### src/rtl/qpt_pkg.sv
package qpt_pkg;
  typedef enum logic [1:0] {
    MV_NONE = 2'd0,
    MV_UP   = 2'd1,
    MV_DOWN = 2'd2,
    MV_BAD  = 2'd3
  } qpt_move_e;

  // Classify the move from the previous phase pair to the new one.
  function automatic qpt_move_e qpt_classify(input logic pa, input logic pb,
                                             input logic na, input logic nb);
    logic [1:0] chg;
    chg = {pa ^ na, pb ^ nb};
    if (chg == 2'b00)      return MV_NONE;
    else if (chg == 2'b11) return MV_BAD;
    else if (pb ^ na)      return MV_UP;
    else                   return MV_DOWN;
  endfunction
endpackage

### src/rtl/qpt_sync.sv
module qpt_sync #(
  parameter int N      = 3,
  parameter int STAGES = 2
) (
  input  logic         clk,
  input  logic [N-1:0] din,
  output logic [N-1:0] dout
);
  logic [N-1:0] stage_q [STAGES];

  always_ff @(posedge clk) stage_q[0] <= din;

  generate
    for (genvar s = 1; s < STAGES; s++) begin : g_stage
      always_ff @(posedge clk) stage_q[s] <= stage_q[s-1];
    end
  endgenerate

  assign dout = stage_q[STAGES-1];
endmodule

### src/rtl/qpt_decode.sv
module qpt_decode
  import qpt_pkg::*;
(
  input  logic clk,
  input  logic rst,
  input  logic a_s,
  input  logic b_s,
  output logic up,
  output logic dn,
  output logic bad
);
  logic      a_q, b_q;
  qpt_move_e mv;

  assign mv = qpt_classify(a_q, b_q, a_s, b_s);

  always_ff @(posedge clk) begin
    // Track the phases during reset so the first sample is not judged.
    a_q <= a_s;
    b_q <= b_s;
    if (rst) begin
      up  <= 1'b0;
      dn  <= 1'b0;
      bad <= 1'b0;
    end else begin
      up  <= (mv == MV_UP);
      dn  <= (mv == MV_DOWN);
      bad <= (mv == MV_BAD);
    end
  end
endmodule

### src/rtl/qpt_counter.sv
module qpt_counter #(
  parameter int W = 16
) (
  input  logic         clk,
  input  logic         rst,
  input  logic         up,
  input  logic         dn,
  output logic [W-1:0] count
);
  localparam logic [W-1:0] ONE = W'(1);

  always_ff @(posedge clk) begin
    if (rst)     count <= '0;
    else if (up) count <= count + ONE;
    else if (dn) count <= count - ONE;
  end
endmodule

### src/rtl/quad_pos_tracker.sv
module quad_pos_tracker #(
  parameter int W           = 16,
  parameter int SYNC_STAGES = 2
) (
  input  logic         clk,
  input  logic         rst,
  input  logic         enc_a,
  input  logic         enc_b,
  input  logic         enc_idx,
  input  logic         cap_strobe,
  input  logic         err_clr,
  input  logic         idx_clr,
  output logic [W-1:0] cur_count,
  output logic [W-1:0] cap_value,
  output logic [W-1:0] idx_value,
  output logic         idx_seen,
  output logic         quad_err
);
  localparam int NIN = 3;

  logic [NIN-1:0] raw_in, syn_in;
  logic           up, dn, bad;
  logic           idx_q, idx_rise;

  assign raw_in = {enc_idx, enc_b, enc_a};

  qpt_sync #(.N(NIN), .STAGES(SYNC_STAGES)) u_sync (
    .clk  (clk),
    .din  (raw_in),
    .dout (syn_in)
  );

  qpt_decode u_dec (
    .clk (clk),
    .rst (rst),
    .a_s (syn_in[0]),
    .b_s (syn_in[1]),
    .up  (up),
    .dn  (dn),
    .bad (bad)
  );

  qpt_counter #(.W(W)) u_cnt (
    .clk   (clk),
    .rst   (rst),
    .up    (up),
    .dn    (dn),
    .count (cur_count)
  );

  assign idx_rise = syn_in[2] & ~idx_q;

  always_ff @(posedge clk) begin
    idx_q <= syn_in[2];
    if (rst) begin
      cap_value <= '0;
      idx_value <= '0;
      idx_seen  <= 1'b0;
      quad_err  <= 1'b0;
    end else begin
      // Both registers sample the counter before this edge's step.
      if (cap_strobe) cap_value <= cur_count;
      if (idx_rise)   idx_value <= cur_count;
      if (idx_rise)      idx_seen <= 1'b1;
      else if (idx_clr)  idx_seen <= 1'b0;
      if (bad)           quad_err <= 1'b1;
      else if (err_clr)  quad_err <= 1'b0;
    end
  end
endmodule


### config.mk
export PLATFORM = sky130hd
export DESIGN_NAME = quad_pos_tracker
export DESIGN_NICKNAME = d
export VERILOG_FILES = /design/src/rtl/qpt_pkg.sv /design/src/rtl/qpt_sync.sv /design/src/rtl/qpt_decode.sv /design/src/rtl/qpt_counter.sv /design/src/rtl/quad_pos_tracker.sv
export SDC_FILE = /design/constraint.sdc
export NUM_CORES = 1
export LEC_CHECK = 0
export ABC_CLOCK_PERIOD_IN_PS = 4950
export CORE_UTILIZATION = 35
export DETAILED_ROUTE_END_ITERATION = 6
export PLACE_DENSITY = 0.6
export SLEW_MARGIN = 30
export SYNTH_ARGS = -nofsm -noshare
export SYNTH_HDL_FRONTEND = slang
export SYNTH_HIERARCHICAL = 1
export SYNTH_SLANG_ARGS = --single-unit
### constraint.sdc
create_clock -name clk -period 4.95 [get_ports clk]
set_input_delay 0.99 -clock clk [delete_from_list [all_inputs] [get_ports clk]]
set_output_delay 0.99 -clock clk [all_outputs]
set_load 0.01 [all_outputs]
==> results.md <==
- For this run, design rule violations remaining after detail routing come to 0.
- The share of async-settable or async-resettable flops after synthesis is 0.
- The most frequently used cell type in the post-synthesis netlist is dfxtp_1.
- Setup violations remaining at the end of the flow were counted as 0.
- Post-CTS repair changed the size of 0 cells.
- For this block, the routed nets add up to between 6000 and 7000 microns of wire.
- No sink is reached through more buffers than the 2 on the longest clock path.
- The number of hold buffers added after CTS was 0.
- The final setup TNS is 0 ns.
- TritonCTS built the clock tree.
- From synthesis to final layout, the design area changed by 26.84%.
- The buffer type at the clock tree root is clkbuf_8.
- The non-filler instance count after layout is around 470.
- The count of final max-slew check failures is 0.
- The class of the most critical hold timing path is reg -> reg.
- The total I/O pin count is 58.
- The worst hold path begins at u_sync/stage_q[0][2].
- The share of the Yosys chip area taken by registers is 0.4147.
- Walking the worst path, the cells encountered are inv_1, ha_1, a211oi_1, nor3_1, o211ai_1, o21ai_0, xor2_1, a22o_1.
- Static timing analysis puts the maximum clock frequency at 0.3669 GHz.
- Setup repair after global routing left no endpoint under its margin.
- The remaining antenna violation count is 0.
- For this run, the share of the core covered by cells in the final layout is 0.4597.
- The worst ir drop on vdd is 231.9 uV.
- The areal power density over the cells is 436.9 nW/um^2.
- Summed over all layers, the global routing overflow is 0.
- The initial antenna violation count is 0.
- The reported max-cap violation count is 0.
- The synthesized netlist cell count is 310.
- The number of distinct library cells after synthesis is 49.
- The area of the die is 8925 sq um.
- For this run, the number of Yosys warnings is 6.
- The H-tree was split into 3 levels.
- The routed length per placed instance is 14.73 microns.
- Entering global routing, the biggest net connects 43 pins.
- STA classifies the critical path endpoint as a flop.
- The endpoint of the worst hold-timing path is u_sync/stage_q[0][5].
- The required arrival time at the worst endpoint is between 5 and 6 ns.
- The biggest area contributor in the post-synthesis netlist is dfxtp_1.
- Of all nets on the critical path, the largest fanout is 16.
- Measured along the x axis, the die boundary spans around 94 microns.
- The effective utilization at floorplan is 0.3624.
- The run finished with clean final reports.
- Hold is met by 0.3293 ns.
- The number of sinks handled by clock tree synthesis is 62.
- The number of standard-cell rows in the floorplan is 33.
- Between clock sinks in the finished design, the worst skew comes to 0.006226 ns.
- The wire length of the first global-routing pass is 11380 microns.
- In this run the static leakage power is 1.491 nW.
- The post-route fraction of the period consumed by the critical path is 0.5506.
- A synthesized cell averages 9.654 sq um.
- The capturing point of the worst reg2reg path is u_cnt/count[13].
- Counting I/O delays and the setup requirement, the final critical path takes 2.726 ns.
- The type of the worst setup path is reg -> reg.
- The total iterations of the first detailed-routing run is 4.
- The die is 94.47 microns tall.
- The quantity of I/O buffers inserted on ports is 57.
- The total area inside the core boundary comes to 8258 sq um.
- The number of nets in the layout is between 300 and 400.
- The path depth of the worst reg2reg path is 8.
- The met3 capacity usage during global routing is 0.05556.
- The number of global-route vias before repair came to roughly 2.3k.
- The origin of the critical flop-to-flop path is u_dec/up.
- The placed wire-length estimate after detailed placement is 4833 microns.
- The overall power of the completed layout is 1.659 mW.
- The clock edge transition at the registers on the reported setup and hold paths is 0.07 ns.
- At the end of routability-driven placement, the weighted congestion stood at around 0.83.
- The post-synthesis instance area is 2993 sq um.
- In this run, placement finished with an instance count of 456.
- The first routing iteration left 132 violations.
- The worst setup slack for register-to-register paths is between 2 and 2.5 ns.
- The post-synthesis sequential element count is 62.
- The commonest register cell after synthesis is dfxtp_1.
- The arrival time at the worst endpoint is 2.96 ns.
- In this run, CTS created clock tree buffers numbering 9.
- The worst setup path is launched from a flop.
- The proportion of netlist area held by the largest area contributor is 0.4147.
- By count the netlist is led by dfxtp_1 (62), nor2_1 (32), nand2b_1 (18), mux2i_1 (17).
- 0 antenna diodes ended up in the layout.
- The slew of the pin with the lowest slew margin is around 0.64 ns.
- The layout filler cell count is around 800.
- The cell with the largest stage delay on the worst path is inv_1.
- In the final layout, the share of cells above drive strength 1 is 0.1066.
- Setup slack closes at 2.224 ns.
- Once placement finished, the instance area stood at 3591 sq um.
- The via count of the routed design is 2383.
- The number of hold violations in the final report is 0.
- When the netlist entered floorplanning its net count stood at 333.
- The global routing met1 resource utilization is 0.2054.
- Using the TritonRoute via totals, the vias-per-cell ratio works out to 5.059.
- Across every metal layer, demand over resource in global routing totals 0.1683.
- The largest single stage delay on the critical path is 0.47 ns.
- The worst slack at placement is 2.301 ns.
- After clock tree synthesis, the setup repair step added 0 buffers.
- The global routing's busiest layer is met2.
- The met2 track demand over resource in global routing is 0.2687.
- The cell depth of the worst min-delay path is 0.
- The worst max-slew margin expressed relative to the limit is 0.5754.
- After synthesis, the cell types taking the most area are dfxtp_1 (41%), nand4bb_1 (6.0%), ha_1 (5.9%).
- The design area is approximately 3800 sq um.
- At the later pin of the worst-skew pair, clock insertion delay measures 0.34 ns.
- The count of flip-flops with a built-in enable after synthesis is 0.
[cell type report]
type,count,area [sq um],share of cell area
Timing Repair Buffer,58,568.0,0.1496
Inverter,9,33.78,0.008899
Clock buffer,12,165.2,0.04351
Clock inverter,3,42.54,0.01121
Tap cell,105,131.4,0.03461
Sequential cell,62,1241,0.3270
Multi-Input combinational cell,222,1614,0.4252
[layout by cell type, fill, tap and decap left out, types with 3 or more instances in the layout]
cell / synthesis / final
a211oi_1: 4 / 4
a21o_1: 3 / 3
a21oi_1: 16 / 16
a22o_1: 4 / 4
clkbuf_8: 0 / 12
clkdlybuf4s50_1: 0 / 55
dfxtp_1: 62 / 62
ha_1: 14 / 14
inv_1: 9 / 9
mux2i_1: 17 / 17
nand2_1: 14 / 14
nand2b_1: 18 / 18
nand3_1: 7 / 7
nand4bb_1: 16 / 16
nor2_1: 32 / 31
nor2b_1: 3 / 3
nor3_1: 8 / 8
o21ai_0: 12 / 12
o21ai_2: 10 / 10
xnor2_1: 9 / 9
xor2_1: 4 / 4
[worst max path at each step]
stage,from,end,slack (ns)
after detailed placement,u_dec/up,u_cnt/count[13],2.30
after CTS,u_dec/up,u_cnt/count[13],2.27
after global placement,cap_strobe,cap_value[2],2.38
after global routing,u_dec/up,u_cnt/count[13],2.05
after floorplan,u_dec/up,u_cnt/count[13],2.71
final,u_dec/up,u_cnt/count[13],2.22
[worst max-delay path, delay by kind of cell, from the launching register on]
| family | cells | cell delay, ns |
|---|---|---|
| AO/OA/AOI/OAI | 4 | 1.12 |
| buffers and inverters | 1 | 0.47 |
| flip-flops | 1 | 0.37 |
| adder cells (fa/ha/maj) | 1 | 0.35 |
| AND/OR/NAND/NOR | 1 | 0.16 |
| XOR/XNOR | 1 | 0.16 |
[registers in the layout, summed over array words and instances (netlist names)]
register and cells:
quad_err 1, u_dec/dn 1, u_sync/stage_q 6, cap_value 16, idx_seen 1, idx_q 1, u_cnt/count 16, u_dec/up 1
u_dec/a_q 1, u_dec/b_q 1, idx_value 16, u_dec/bad 1
[report_power, final]
group	internal, mW	leakage, nW	total, mW	switching (mW)
Clock	0.270	0.104	0.460	0.190
Sequential	0.553	0.507	0.622	0.0690
Combinational	0.289	0.879	0.577	0.288
[kinds of logic (layout without fill, tap and decap cells)]
| family | Yosys count | count (layout) | share of synthesized area |
|---|---|---|---|
| mux | 17 | 17 | 0.05686 |
| compound gates | 67 | 67 | 0.1618 |
| fa+ha+maj | 15 | 15 | 0.06522 |
| xor+xnor | 13 | 13 | 0.03804 |
| buf+inv | 26 | 82 | 0.04682 |
| flops | 62 | 62 | 0.4147 |
| simple gates | 110 | 110 | 0.2166 |
[per-layer routing]
| layer | part of all wire | vias up |
|---|---|---|
| li1 | - | 1202 |
| met1 | 0.46 | 1112 |
| met2 | 0.47 | 64 |
| met3 | 0.055 | 5 |
| met4 | 0.011 | 0 |
| met5 | 0 | - |
No activity file was read; power rests on OpenSTA's default activity.
